[config.mk]
export PLATFORM = sky130hd
export DESIGN_NAME = alm_mul
export DESIGN_NICKNAME = d
export VERILOG_FILES = /design/src/rtl/alm_pkg.sv /design/src/rtl/alm_log_enc.sv /design/src/rtl/alm_comp.sv /design/src/rtl/alm_antilog.sv /design/src/rtl/alm_mul.sv
export SDC_FILE = /design/constraint.sdc
export NUM_CORES = 1
export LEC_CHECK = 0
export BUFFER_PORTS_ARGS = -buffer_cell sky130_fd_sc_hd__buf_2
export CORE_AREA = 3 3 99 101
export CTS_CLUSTER_SIZE = 40
export DETAILED_ROUTE_END_ITERATION = 8
export DIE_AREA = 0 0 102 104
export SLEW_MARGIN = 10
export SYNTH_ARGS = -nofsm -noshare
export SYNTH_HDL_FRONTEND = slang
export SYNTH_SLANG_ARGS = --single-unit
[constraint.sdc]
create_clock -name clk -period 5.49 [get_ports clk]
set_input_delay 0.549 -clock clk [delete_from_list [all_inputs] [get_ports clk]]
set_output_delay 0.549 -clock clk [all_outputs]
set_load 0.02 [all_outputs]
[src/rtl/alm_pkg.sv]
// Shared types and elaboration-time coefficient arithmetic for the
// approximate logarithmic multiplier. Assumes a 7-bit fraction scale and
// 2-bit regions per operand (16 regions in total).
package alm_pkg;

    typedef enum logic [1:0] {
        MODE_OFF    = 2'd0,
        MODE_TABLE  = 2'd1,
        MODE_SINGLE = 2'd2,
        MODE_RSVD   = 2'd3
    } alm_mode_e;

    localparam int REGION_BITS = 2;
    localparam int REGION_CNT  = 1 << (2 * REGION_BITS);

    // Mean approximation error at the region centre, in fraction LSBs.
    function automatic int region_base(input int ra, input int rb);
        if (ra + rb < 3)
            return 2 * (2 * ra + 1) * (2 * rb + 1);
        else
            return (7 - 2 * ra) * (7 - 2 * rb);
    endfunction

    // Per-region coefficient, biased by half the dropped truncation span.
    function automatic int region_coef(input int ra, input int rb, input int k);
        return region_base(ra, rb) + (1 << (k - 1));
    endfunction

    // Single coefficient: floor of the mean base value plus the same bias.
    function automatic int single_coef(input int k);
        int acc;
        acc = 0;
        for (int i = 0; i < 4; i++)
            for (int j = 0; j < 4; j++)
                acc += region_base(i, j);
        return acc / REGION_CNT + (1 << (k - 1));
    endfunction

endpackage

[src/rtl/alm_log_enc.sv]
// Log encoder: finds the leading one of an operand (characteristic) and
// returns the fraction bits below it, left-aligned, with the lowest K bits
// already dropped. A zero operand yields characteristic 0 and fraction 0;
// the caller handles zero separately.
module alm_log_enc #(
    parameter int W = 8,
    parameter int K = 3
) (
    input  logic [W-1:0]             opnd,
    output logic [$clog2(W)-1:0]     charac,
    output logic [W-2-K:0]           frac_hi
);
    localparam int CW = $clog2(W);
    localparam int FW = W - 1;
    localparam int FH = FW - K;

    // Priority scan: the highest set bit wins.
    always_comb begin
        charac = '0;
        for (int i = 0; i < W; i++)
            if (opnd[i]) charac = CW'(i);
    end

    // Align the leading one to the top bit, then keep the kept fraction bits.
    always_comb frac_hi = FH'((opnd << (CW'(FW) - charac)) >> K);

endmodule

[src/rtl/alm_comp.sv]
// Compensation selector: returns the correction in fraction LSBs for the
// chosen mode. The region table is filled at elaboration from the package
// formula for the configured truncation width K.
module alm_comp #(
    parameter int K   = 3,
    parameter int CRW = 6
) (
    input  logic [1:0]                       mode,
    input  logic [alm_pkg::REGION_BITS-1:0]  reg_a,
    input  logic [alm_pkg::REGION_BITS-1:0]  reg_b,
    output logic [CRW-1:0]                   corr
);
    import alm_pkg::*;

    localparam int              RC     = REGION_CNT;
    localparam logic [CRW-1:0]  SINGLE = CRW'(single_coef(K));

    logic [CRW-1:0] tbl [RC];

    for (genvar g = 0; g < RC; g++) begin : g_tbl
        assign tbl[g] = CRW'(region_coef(g / 4, g % 4, K));
    end

    // Mode decode: table, constant or none (codes 0 and 3).
    always_comb begin
        case (alm_mode_e'(mode))
            MODE_TABLE:  corr = tbl[{reg_a, reg_b}];
            MODE_SINGLE: corr = SINGLE;
            default:     corr = '0;
        endcase
    end

endmodule

[src/rtl/alm_antilog.sv]
// Antilog stage: rebuilds 1.fraction, shifts it by the integer part of the
// log sum, drops the fraction scale and saturates to the product width.
module alm_antilog #(
    parameter int W  = 8,
    parameter int IW = 5
) (
    input  logic [IW+W-2:0]  logsum,
    output logic [2*W-1:0]   prod
);
    localparam int FW = W - 1;
    localparam int PW = FW + 1 + (1 << IW);

    logic [IW-1:0] ipart;
    logic [FW-1:0] fpart;
    logic [PW-1:0] wide;

    // Split the log sum into its integer and fraction fields.
    always_comb {ipart, fpart} = logsum;

    // Scale 1.fraction by 2^ipart and remove the fraction weight.
    always_comb wide = (PW'({1'b1, fpart}) << ipart) >> FW;

    // Saturate when the result exceeds the output width.
    always_comb prod = (|wide[PW-1:2*W]) ? '1 : wide[2*W-1:0];

endmodule

[src/rtl/alm_mul.sv]
// Approximate unsigned logarithmic multiplier, top level. Combinational log
// encode, truncating fraction add, compensation and antilog, then one
// output register. Assumes W = 8 (the table formula uses a 7-bit fraction)
// and 2 <= K <= FW - 2, so that the region bits survive truncation.
module alm_mul #(
    parameter int W   = 8,
    parameter int K   = 3,
    parameter int CRW = 6
) (
    input  logic             clk,
    input  logic             rst_n,
    input  logic             in_valid,
    input  logic [W-1:0]     opnd_a,
    input  logic [W-1:0]     opnd_b,
    input  logic [1:0]       mode,
    output logic             out_valid,
    output logic [2*W-1:0]   product
);
    localparam int CW = $clog2(W);
    localparam int FW = W - 1;
    localparam int FH = FW - K;
    localparam int IW = $clog2(2 * W) + 1;
    localparam int TW = IW + FW;
    localparam int RB = alm_pkg::REGION_BITS;

    logic [CW-1:0]    char_a, char_b;
    logic [FH-1:0]    frac_a, frac_b;
    logic [FH:0]      hi_sum;
    logic [CRW-1:0]   corr;
    logic [TW-1:0]    logsum;
    logic [2*W-1:0]   prod_c;
    logic             both_nz;

    alm_log_enc #(.W(W), .K(K)) u_enc_a (.opnd(opnd_a), .charac(char_a), .frac_hi(frac_a));
    alm_log_enc #(.W(W), .K(K)) u_enc_b (.opnd(opnd_b), .charac(char_b), .frac_hi(frac_b));

    alm_comp #(.K(K), .CRW(CRW)) u_comp (
        .mode  (mode),
        .reg_a (frac_a[FH-1 -: RB]),
        .reg_b (frac_b[FH-1 -: RB]),
        .corr  (corr)
    );

    // Truncating adder: only the kept fraction bits are summed.
    always_comb hi_sum = (FH+1)'(frac_a) + (FH+1)'(frac_b);

    // Full log sum: characteristics, re-weighted fraction sum, correction.
    always_comb logsum = (TW'(char_a) << FW) + (TW'(char_b) << FW)
                       + (TW'(hi_sum) << K) + TW'(corr);

    alm_antilog #(.W(W), .IW(IW)) u_alog (.logsum(logsum), .prod(prod_c));

    // Zero detect bypasses the log path entirely.
    always_comb both_nz = (|opnd_a) && (|opnd_b);

    // Output register: valid follows the strobe, product loads on a strobe.
    always_ff @(posedge clk) begin
        if (!rst_n) begin
            out_valid <= 1'b0;
            product   <= '0;
        end else begin
            out_valid <= in_valid;
            if (in_valid)
                product <= both_nz ? prod_c : '0;
        end
    end

endmodule

# [Word-level counts from Yosys, hierarchy flattened]
# Memories as Yosys holds them, arrays and structs flattened.
# Index checks and enable logic that the tools add are counted.
[classes] addsub=6 mul=0 div=0 magnitude_cmp=1 n_eq_ne=2 shift=3 n_mux=19 bitwise=1 n_reduce_logical=4
[op_table] operator="$shl A8 B5 Y40" n=1
[op_table] operator="$mux W3" n=12
[op_table] operator="$mux W16" n=2
[op_table] operator="$reduce_or A17 Y1" n=1
[op_table] operator="$reduce_or A8 Y1" n=2
[op_table] operator="$shl A8 B3 Y7" n=2
[op_table] operator="$add A11 B8 Y12" n=1
[op_table] operator="$add A12 B6 Y12" n=1
[op_table] operator="$mux W6" n=2
[op_table] operator="$pmux W6 S2" n=1
[op_table] operator="$add A10 B10 Y11" n=1
[op_table] operator="$sub A3 B3 Y3 const A" n=2
[op_table] operator="$add A4 B4 Y5" n=1
[op_table] operator="$ge A5 B5 Y1 const B" n=1
[op_table] operator="$not A4 Y5" n=1
[op_table] operator="$eq A2 B1 Y1 const B" n=1
[op_table] operator="$eq A2 B2 Y1 const B" n=1
[op_table] operator="$mux W1" n=2
[op_table] operator="$logic_and A1 B1 Y1" n=1
[totals] regBits=17 latch_bits=0 ram_bits=0 romBits=96 inputBits=21 out_inout_bits=17 wordCells=39 mem_count=1
[mem_list] memory="(name not given)" depth=16 word_bits=6 read_ports=1 rd_ports_with_merged_regs=0 wr=0 line_no="alm_comp.sv:27" rtl="MODE_TABLE: corr = tbl[{reg_a, reg_b}];"

# [Longest topological paths before layout]
# Gate-level depths: netlist of the first run.
[logic_depth] ltp_word=19 depth_mapped=27 ltp_nobuf=26

# [By module]
# A second synthesis of the first run with hierarchy kept.
[hier_totals] cells_unflattened=292 hier_area_um2=2426.1
[modules_own_cells] mod="alm_mul" n_inst=1 cells_each=90 area_per_inst_um2=1012.2 seq_area_each_um2=340.3
[modules_own_cells] mod="alm_log_enc" n_inst=2 cells_each=47 area_per_inst_um2=291.5 seq_area_each_um2=0.0
[modules_own_cells] mod="alm_antilog" n_inst=1 cells_each=67 area_per_inst_um2=493.0 seq_area_each_um2=0.0
[modules_own_cells] mod="alm_comp" n_inst=1 cells_each=41 area_per_inst_um2=337.8 seq_area_each_um2=0.0

# [Worst setup path after synthesis of the first run]
# Ideal clock, no wire load.
[synth_path] path_kind="input port to flip-flop" startpoint="in opnd_b[4]" endpoint="reg product[8]" setup_ns=0.122 arrival_time_ns=4.835 t_required_ns=5.368 path_slack_ns=0.533 cell_stages=23 n_path_buf=1 cell_sequence="buf_2 o21bai_1 a21oi_1 mux2_2 nor2_1 a21oi_1 nor2_1 o32ai_1 ha_1 nand2_1 nor2_1 o21a_1 ha_1 ha_1 fa_1 inv_1 nor4_4 xnor2_2 mux2i_1 a31oi_2 a32oi_2 o31ai_1 a221o_1"
[synth_via] elab_chain_len=16 word_cells_on_any_way=21
[synth_lines] item="start, declared" line_no="alm_mul.sv:14" rtl="input logic [W-1:0] opnd_b,"
[synth_lines] item="parallel branches: the longest is 15 deep, another holds $add A11 B8 Y12"
[synth_lines] item="$mux W16 (*)" line_no="alm_mul.sv:64" rtl="product <= both_nz ? prod_c : '0;"
[synth_lines] item="end signal, assigned" line_no="alm_mul.sv:64"
[synth_lines] item="end, declared" line_no="alm_mul.sv:17" rtl="output logic [2*W-1:0] product"
# Mark *: on every way between the ends. The select of a mux whose other input is x is not followed.
# A chain may end at the register's enable or synchronous reset.

# [Worst setup path after layout of the first run]
[layout_path] startpoint="in opnd_b[2]" endpoint="reg product[5]"
[layout_via] elab_chain_len=18 word_cells_on_any_way=23
[layout_lines] item="parallel branches: the longest is 17 deep, another holds $add A11 B8 Y12"
[layout_lines] item="$mux W16 (*)" line_no="alm_mul.sv:64"
# Marks and branches as above.

==> impl_metrics.py, run 1 <==
metrics = {
    "clocking": {
        "cts-resized-gates": 0,
        "cts_sinks": 17,
        "htreeDepth": 1,
        "clockRootBuffer": "clkbuf_8",
        "clock_latency_ps": 250,
        "ctsHoldBuffers": 0,
        "cts_tree": "built",
        "cts_buffers": 3,
        "cts.clk_slew.worst_paths_ps": 70,
        "cts_setup_buffers": 0,
        "cts_buffer_depth": 2,
    },
    "routing": {
        "routed_wl_um": 7010,
        "viasPerCell": 5.49,
        "drt-initial-drc-count": 193,
        "routedWlPerCell_um": 14.0,
        "vias": 2750,
        "antenna_left": 0,
        "drc": 0,
        "dr.pass1.iters": 5,
    },
    "min_path": {
        "hold_path_class": "reg2reg",
    },
    "critical_path": {
        "arrival_ps": 5150,
        "crit_chain": "buf_2, inv_1, a21oi_1, o21bai_1, a21oi_1, buf_4, mux2i_1, o32ai_1, ha_1, nand2_1, nor2_1, o21a_1, ha_1, ha_1, fa_1, inv_1, nor4_4, xnor2_1, buf_4, o21ai_0, a211o_1, a211oi_2",
        "critPathCaptureType": "register",
        "setup.worst_path.class": "in2reg",
        "cp_top_family": "compound AO/OA/AOI/OAI gates",
        "worstPathRequired_ps": 5660,
        "critPathMaxStageDelay_ps": 540,
        "crit_buf_inv": 5,
        "cp_max_fo": 9,
        "cp_slowest_cell": "o32ai_1",
        "cp-start-kind": "input port",
        "crit_top_cell": "ha_1",
    },
    "final_layout": {
        "antenna-diode-count": 0,
        "syn2layout_area_growth_pct": 11.8,
        "drive_gt1_share_pct": 18.7,
        "fin_util_pct": 32.8,
        "nFillCells": 985,
        "fin_nets": 437,
    },
    "synth": {
        "synth.avg_cell_area_um2": 7.41,
        "synth_top_family_by_area": "compound AO/OA/AOI/OAI gates",
        "synth-edff-count": 0,
        "syn_nets": 407,
        "synth-async-reset-ratio_pct": 0,
        "synth_compound_area_share_pct": 37.3,
        "ys_seq_elements": 17,
        "yosys.area_share.simple_pct": 24.1,
        "synth_ff_type": "dfxtp_1",
        "synth_cell_types": 80,
        "synth_xor_area_share_pct": 2.90,
        "yosysWarnings": 0,
        "synthMuxAreaShare_pct": 2.43,
        "synth-seq-area-share_pct": 12.7,
        "synth_fa_ha_area_share_pct": 12.5,
        "netlist_area_mm2": 0.00267,
        "synthCells": 361,
    },
    "timing": {
        "grt_setup_unrepaired": "false",
        "slew_headroom_pct": 55.0,
        "finClkSkew_ps": 0,
        "finalMaxSlewViolations": 0,
        "setup_viol": 0,
        "fin_setup_tns_ps": 0,
        "finalCritPeriodShare_pct": 90.7,
        "hold_violations": 0,
        "fin_ws_ps": 513,
        "worst-slew-pin-transition_ps": 667,
        "period_minus_slack_ps": 4980,
        "max_freq_mhz": 201,
    },
    "run_status": {
        "status": "complete, no violations",
    },
    "place": {
        "place_hpwl_um": 5570,
        "io_buffers": 37,
        "place.gp.congestion": 0.851,
        "post-place-ws_ps": 299,
    },
    "global_route": {
        "grt_overflow_total": 0,
        "use_met2_pct": 21.4,
        "grt_use_met1_pct": 18.6,
        "grt_usage_pct": 13.2,
        "grt_pass1_wl_um": 12000,
        "grt-busiest-layer": "met2",
        "grt_pass1_vias": 2550,
        "grt.met3_usage_pct": 1.61,
        "antenna_found_initial": 0,
        "grt_max_degree": 18,
    },
    "floorplan": {
        "start_util_pct": 29.4,
        "dieHeight_um": 104,
        "die_w_um": 102,
        "pin_count": 38,
        "rows": 35,
        "die_area_mm2": 0.0106,
        "core_area_mm2": 0.00911,
    },
    "power_and_ir_drop": {
        "powerDensity_mw_per_mm2": 267,
        "p_total_uw": 800,
        "ir_worst_vdd_mv": 0.0968,
        "p_leak_nw": 1.29,
    },
    "run": {
        "maxCapViolations": 0,
    },
}
[final timing paths]
check / from / endpoint / slack (ps) / cells after the start
setup reg to reg: product[5]$_SDFFE_PN0P_ / product[5]$_SDFFE_PN0P_ / 4300 / 4
setup / recovery: opnd_b[2] / product[5]$_SDFFE_PN0P_ / 510 / 22
hold / removal: product[11]$_SDFFE_PN0P_ / product[11]$_SDFFE_PN0P_ / 460 / 2
hold reg to reg: product[11]$_SDFFE_PN0P_ / product[11]$_SDFFE_PN0P_ / 460 / 2
[state kept, by name (all words and copies together) (netlist names)]
signal,count
product,16
out_valid,1
[metrics by stage]
stage / cells / hold slack (ps) / area [um2]
CTS: 501 / 470 / 2990
global route: 501 / 490 / 2990
detailed placement: 497 / 454 / 2940
finish: 501 / 460 / 2990
floorplan: 361 / 537 / 2670
global placement: 497 / 453 / 2940
[final cells by class]
type / instances / area [um2] / area share, %
Clock buffer: 3 / 41.3 / 1.38
Clock inverter: 1 / 5.00 / 0.167
Timing Repair Buffer: 46 / 253 / 8.46
Multi-Input combinational cell: 300 / 2120 / 71.0
Tap cell: 111 / 139 / 4.65
Inverter: 23 / 88.8 / 2.97
Sequential cell: 17 / 340 / 11.4
[cells by family (layout without fill, tap and decap cells)]
kind of cell	count (synthesis)	in the layout
AOI/OAI and AO/OA	137	137
xor gates and xnor gates	8	8
adders and majority gates	25	25
buffers and inverters	44	73
DFF	17	17
muxes	6	6
and+or+nand+nor	124	124
[Yosys cell counts, types with 5 or more instances]
cell type / number / share of area (%)
a211oi_1: 5 / 1.4
inv_1: 22 / 3.1
nand3_1: 8 / 1.5
nand2b_1: 10 / 2.3
ha_1: 22 / 10
a21oi_1: 28 / 5.2
buf_2: 5 / 0.94
a31oi_1: 6 / 1.4
and2_1: 8 / 1.9
o21a_1: 5 / 1.4
dfxtp_1: 17 / 13
o21ai_0: 23 / 4.3
nand2_1: 27 / 3.8
clkbuf_1: 9 / 1.3
nor2b_1: 13 / 3.0
o22ai_1: 8 / 1.9
nor2_1: 35 / 4.9
[power by group]
part | switching (mW) | leakage (nW) | internal, mW | total [mW]
Combinational | 0.338 | 1.12 | 0.210 | 0.548
Sequential | 0.0106 | 0.140 | 0.147 | 0.158
Clock | 0.0441 | 0.0255 | 0.0503 | 0.0944
[tightest hold or removal path, stage by stage, from the launching register on]
cell	delay, ps
dfxtp_1	330
nand2_1	40
o21ai_0	50
[per-layer routing]
layer | vias up | wire [um] | share of wire [%]
met5 | - | 0 | 0
met4 | 0 | 70 | 1.0
met3 | 8 | 292 | 4.2
met2 | 67 | 3300 | 47
met1 | 1281 | 3340 | 48
li1 | 1394 | - | -
[cell usage in the layout, fill, tap and decap left out, types with 9 or more instances in the layout]
cell type,synthesis,layout
nand2b_1,10,10
inv_1,22,22
buf_4,2,9
nand2_1,27,27
o21ai_0,23,23
nor2b_1,13,13
nor2_1,35,35
a21oi_1,28,28
dfxtp_1,17,17
buf_2,5,37
ha_1,22,22
Note: power is estimated with default switching activity, not from simulation.
==> run 2, diff against run 1 <==
CAP_MARGIN = 20   (was not set)
CORE_AREA = 2 2 98 100   (was 3 3 99 101)
DIE_AREA = 0 0 100 102   (was 0 0 102 104)
==> run 2 against run 1 <==
Global-route usage up 0.76 points. First-iteration DRC count down 6.2%. Clock power down 2.3%. Register-to-register slack about the same. Combinational power about the same. Clock-buffer cell count up 1. Flip-flop and latch count unchanged. Power about the same. Routed wire length up 0.69%. Fmax down 0.83%. Via count up 0.29%.
==> impl_metrics.py, run 2 (synthesis results as in run 1) <==
metrics = {
    "final_layout": {
        "drive_gt1_share_pct": 18.7,
        "mostFrequentLayoutCell": "buf_2",
        "reg_top3": "product x16, out_valid x1",
        "largest_register": "product",
        "nFillCells": 995,
        "fin_util_pct": 32.9,
        "syn2layout_area_growth_pct": 12.0,
        "fin_nets": 438,
        "antenna-diode-count": 0,
        "final_cell_mix": "37 x buf_2, 35 x nor2_1, 28 x a21oi_1",
        "design_area_mm2": 0.00300,
        "largest_register_ffs": 16,
    },
    "power_and_ir_drop": {
        "switching_share_pct": 48.8,
        "p_int_uw": 409,
        "p_switching_uw": 390,
        "p_total_uw": 799,
        "p_leak_nw": 1.29,
        "powerDensity_mw_per_mm2": 267,
        "p_comb_share_pct": 68.8,
        "pwr-share-clk_pct": 11.5,
        "seqPwrFrac_pct": 19.7,
        "ir_worst_vdd_mv": 0.0963,
    },
    "clocking": {
        "cts_buffers": 3,
        "htreeDepth": 1,
        "cts_buffer_depth": 2,
        "clockRootBuffer": "clkbuf_8",
        "cts-resized-gates": 0,
        "cts.clk_slew.worst_paths_ps": 70,
        "cts_setup_buffers": 0,
        "clock_latency_ps": 250,
        "cts_sinks": 17,
        "ctsHoldBuffers": 0,
        "cts_tree": "built",
    },
    "routing": {
        "routedWlPerCell_um": 14.1,
        "drt-initial-drc-count": 181,
        "drc": 0,
        "vias": 2758,
        "dr.pass1.iters": 5,
        "antenna_left": 0,
        "routed_wl_um": 7050,
        "viasPerCell": 5.49,
    },
    "critical_path": {
        "critPathCapture": "product[8]$_SDFFE_PN0P_",
        "crit_start": "opnd_b[2]",
        "critPathCaptureType": "register",
        "r2r-start": "product[5]$_SDFFE_PN0P_",
        "cp-start-kind": "input port",
        "rrSetupSlack_ps": 4310,
        "critPathMaxStageDelay_ps": 580,
        "worstPathRequired_ps": 5630,
        "reg2reg_depth": 4,
        "setup.worst_path.class": "in2reg",
        "arrival_ps": 5160,
        "cp_slowest_cell": "fa_1",
        "crit_top_cell": "a21oi_1",
        "r2r-end": "product[5]$_SDFFE_PN0P_",
        "cp_max_fo": 8,
        "crit_chain": "buf_2, inv_1, a21oi_1, o21bai_1, a21oi_1, buf_4, mux2i_1, o21ai_0, o21a_1, ha_1, fa_1, a21o_1, a21oi_1, fa_1, o41a_1, nor2b_1, o21a_1, nor2_1, a32oi_2, o31ai_1, a221o_1",
    },
    "place": {
        "io_buffers": 37,
        "placed_area_mm2": 0.00295,
        "place_hpwl_um": 5600,
        "place.gp.congestion": 0.850,
    },
    "floorplan": {
        "pin_count": 38,
        "dieHeight_um": 102,
        "die_area_mm2": 0.0102,
        "rows": 35,
        "die_w_um": 100,
        "core_area_mm2": 0.00911,
        "start_util_pct": 29.4,
    },
    "timing": {
        "fin_setup_tns_ps": 0,
        "period_minus_slack_ps": 5020,
        "max_freq_mhz": 199,
        "finalMaxSlewViolations": 0,
        "worst-slew-pin-transition_ps": 727,
        "finalCritPeriodShare_pct": 91.4,
        "hold_violations": 0,
        "grt_setup_unrepaired": "false",
        "slew_headroom_pct": 50.9,
        "finClkSkew_ps": 0,
        "setup_viol": 0,
    },
    "global_route": {
        "antenna_found_initial": 0,
        "grt_pass1_vias": 2533,
        "grt_max_degree": 16,
        "grt_pass1_wl_um": 12000,
        "grt_usage_pct": 14.0,
        "grt_overflow_total": 0,
    },
    "run_status": {
        "status": "complete, no violations",
    },
    "run": {
        "maxCapViolations": 0,
    },
    "min_path": {
        "hold_path_class": "reg2reg",
    },
}
==> run 2: area by class of cell <==
cell class,instances,area (um2),area share [%]
Tap cell,111,139,4.64
Timing Repair Buffer,47,260,8.69
Clock buffer,4,45.0,1.50
Sequential cell,17,340,11.4
Inverter,23,88.8,2.97
Multi-Input combinational cell,300,2120,70.8
==> run 2: critical path, delay by kind of cell <==
family                     cells  cell delay (ps)
buffers and inverters          3              320
muxes                          1              280
AOI/OAI and AO/OA             12             2540
adders and majority gates      3             1200
and+or+nand+nor                2              240
==> run 2: metrics by stage <==
stage | hold WS, ps | instances | worst slack [ps]
after floorplan | 537 | 361 | 533
after global placement | 453 | 498 | 324
after detailed placement | 452 | 498 | 232
after CTS | 468 | 502 | 473
after global routing | 507 | 502 | 134
final | 455 | 502 | 472
==> run 2: routing by layer <==
metal / GRT usage (%) / vias to the layer above / wire (um)
met3: 1.37 / 2 / 215
met1: 19.5 / 1300 / 3470
met4: 1.69 / 0 / 18
met2: 24.1 / 58 / 3350
li1: - / 1398 / -
met5: 0 / - / 0
==> run 2: worst min path at each step <==
stage,startpoint,end,cells past startpoint
final,product[11]$_SDFFE_PN0P_,product[11]$_SDFFE_PN0P_,2
after global routing,product[8]$_SDFFE_PN0P_,product[8]$_SDFFE_PN0P_,1
after CTS,product[11]$_SDFFE_PN0P_,product[11]$_SDFFE_PN0P_,2
after detailed placement,product[11]$_SDFFE_PN0P_,product[11]$_SDFFE_PN0P_,2
after global placement,product[11]$_SDFFE_PN0P_,product[11]$_SDFFE_PN0P_,2
after floorplan,product[11]$_SDFFE_PN0P_,product[11]$_SDFFE_PN0P_,2
==> run 2: power groups by stage <==
stage | sequential [mW] | clock (mW) | combinational [mW]
after floorplan | 0.189 | 0 | 0.376
after global placement | 0.160 | 0 | 0.538
after detailed placement | 0.161 | 0 | 0.543
after CTS | 0.158 | 0.0956 | 0.546
after global routing | 0.160 | 0.102 | 0.615
final | 0.157 | 0.0922 | 0.549
==> run 3, diff against run 2 <==
PLACE_DENSITY_LB_ADDON = 0.1   (was not set)
SKIP_CTS_REPAIR_TIMING = 1   (was not set)
==> run 3 against run 2 <==
Worst hold slack improved by 17 ps. Critical path depth increased by 4. Routed wire length increased by 8.1%. Clock-buffer cell count decreased by 1. Fmax increased by 2.2%. Sequential share of layout area decreased by 0.20 points. Clock power increased by 2%. Flip-flop and latch count unchanged. Sequential power about the same. Design area increased by 1.8%. Critical path type unchanged. Critical endpoint is now product[5]$_SDFFE_PN0P_. Largest power group unchanged. Highest routed layer unchanged.
==> impl_metrics.py, run 3 (synthesis results as in run 1) <==
metrics = {
    "place": {
        "io_buffers": 37,
        "post-place-ws_ps": 232,
        "placed_area_mm2": 0.00300,
        "dp.cells": 504,
        "place_hpwl_um": 6100,
        "place.gp.congestion": 0.846,
    },
    "final_layout": {
        "largest_register": "product",
        "fin_util_pct": 33.5,
        "syn2layout_area_growth_pct": 14.0,
        "design_area_mm2": 0.00305,
        "mostFrequentLayoutCell": "buf_2",
        "nFillCells": 996,
        "antenna-diode-count": 0,
        "drive_gt1_share_pct": 20.4,
        "final_cell_mix": "37 x buf_2, 35 x nor2_1, 28 x a21oi_1",
        "fin_nets": 444,
        "instances_no_fill": 508,
        "largest_register_ffs": 16,
        "reg_top3": "product x16, out_valid x1",
    },
    "critical_path": {
        "crit_buf_inv": 3,
        "rrSetupSlack_ps": 4320,
        "r2r-end": "product[5]$_SDFFE_PN0P_",
        "arrival_ps": 5090,
        "worstPathRequired_ps": 5670,
        "cp_top_family": "compound AO/OA/AOI/OAI gates",
        "cp_slowest_cell": "fa_1",
        "cp_max_fo": 5,
        "setup.worst_path.class": "in2reg",
        "crit_top_cell": "nor2_1",
        "critPathCaptureType": "register",
        "critPathMaxStageDelay_ps": 430,
        "reg2reg_depth": 4,
        "cp-start-kind": "input port",
        "crit_start": "opnd_b[2]",
        "critPathCapture": "product[5]$_SDFFE_PN0P_",
        "r2r-start": "product[5]$_SDFFE_PN0P_",
        "crit_cells": 25,
    },
    "routing": {
        "drc": 0,
        "dr.pass1.iters": 4,
        "viasPerCell": 5.39,
        "routedWlPerCell_um": 15.0,
        "routed_wl_um": 7630,
        "vias": 2736,
        "antenna_left": 0,
        "drt-initial-drc-count": 118,
    },
    "clocking": {
        "cts.clk_slew.worst_paths_ps": 70,
        "cts_buffer_depth": 2,
        "clockRootBuffer": "clkbuf_8",
        "cts_sinks": 17,
        "cts_buffers": 3,
        "htreeDepth": 1,
        "clock_latency_ps": 250,
        "cts_tree": "built",
    },
    "global_route": {
        "grt_pass1_wl_um": 13200,
        "antenna_found_initial": 0,
        "grt_max_degree": 16,
        "grt_usage_pct": 15.6,
        "grt_overflow_total": 0,
        "grt_pass1_vias": 2674,
    },
    "power_and_ir_drop": {
        "p_total_uw": 822,
        "switching_share_pct": 49.1,
        "powerDensity_mw_per_mm2": 270,
        "ir_worst_vdd_mv": 0.0904,
        "seqPwrFrac_pct": 19.1,
        "p_switching_uw": 404,
        "p_leak_nw": 1.32,
        "pwr-share-clk_pct": 11.4,
        "p_comb_share_pct": 69.5,
        "p_int_uw": 418,
    },
    "timing": {
        "fin_setup_tns_ps": 0,
        "slew_headroom_pct": 54.5,
        "finalCritPeriodShare_pct": 89.4,
        "finClkSkew_ps": 0,
        "fin_ws_ps": 581,
        "finalMaxSlewViolations": 0,
        "setup_viol": 0,
        "hold_slack_ps": 472,
        "hold_violations": 0,
        "grt_setup_unrepaired": "false",
        "worst-slew-pin-transition_ps": 681,
        "period_minus_slack_ps": 4910,
        "max_freq_mhz": 204,
    },
    "min_path": {
        "hold_path_class": "reg2reg",
    },
    "floorplan": {
        "rows": 35,
        "core_area_mm2": 0.00911,
        "die_area_mm2": 0.0102,
        "start_util_pct": 29.4,
        "die_w_um": 100,
        "dieHeight_um": 102,
        "pin_count": 38,
    },
    "run": {
        "maxCapViolations": 0,
    },
    "run_status": {
        "status": "complete, no violations",
    },
}
[run 3: worst min-delay path by stage]
stage / from / endpoint / slack, ps / depth (start not counted)
6_report: product[1]$_SDFFE_PN0P_ / product[1]$_SDFFE_PN0P_ / 470 / 1
3_3_place_gp: product[11]$_SDFFE_PN0P_ / product[11]$_SDFFE_PN0P_ / 440 / 2
5_1_grt: product[11]$_SDFFE_PN0P_ / product[11]$_SDFFE_PN0P_ / 490 / 2
3_5_place_dp: product[1]$_SDFFE_PN0P_ / product[1]$_SDFFE_PN0P_ / 470 / 1
2_1_floorplan: product[11]$_SDFFE_PN0P_ / product[11]$_SDFFE_PN0P_ / 540 / 2
4_1_cts: product[1]$_SDFFE_PN0P_ / product[1]$_SDFFE_PN0P_ / 480 / 1
[run 3: cell type report]
class                           count  area, um2  share of cell area (%)
Timing Repair Buffer               53        305                    10.0
Multi-Input combinational cell    300       2130                    69.8
Inverter                           23       88.8                    2.91
Sequential cell                    17        340                    11.2
Clock inverter                      1       5.00                   0.164
Tap cell                          111        139                    4.55
Clock buffer                        3       41.3                    1.35
[run 3: per-layer routing]
layer	GRT usage, %	vias up	part of all wire [%]
met2	25.3	49	44
met1	23.0	1273	52
li1	-	1412	-
met4	2.42	0	0.30
met5	0	-	0
met3	1.37	2	3.3
[run 3: power groups by stage]
| stage | clock network (mW) | registers (mW) | logic (mW) |
|---|---|---|---|
| after detailed placement | 0 | 0.160 | 0.566 |
| after CTS | 0.0991 | 0.157 | 0.569 |
| after global routing | 0.102 | 0.160 | 0.640 |
| final | 0.0940 | 0.157 | 0.571 |
| after global placement | 0 | 0.160 | 0.570 |
| after floorplan | 0 | 0.189 | 0.376 |
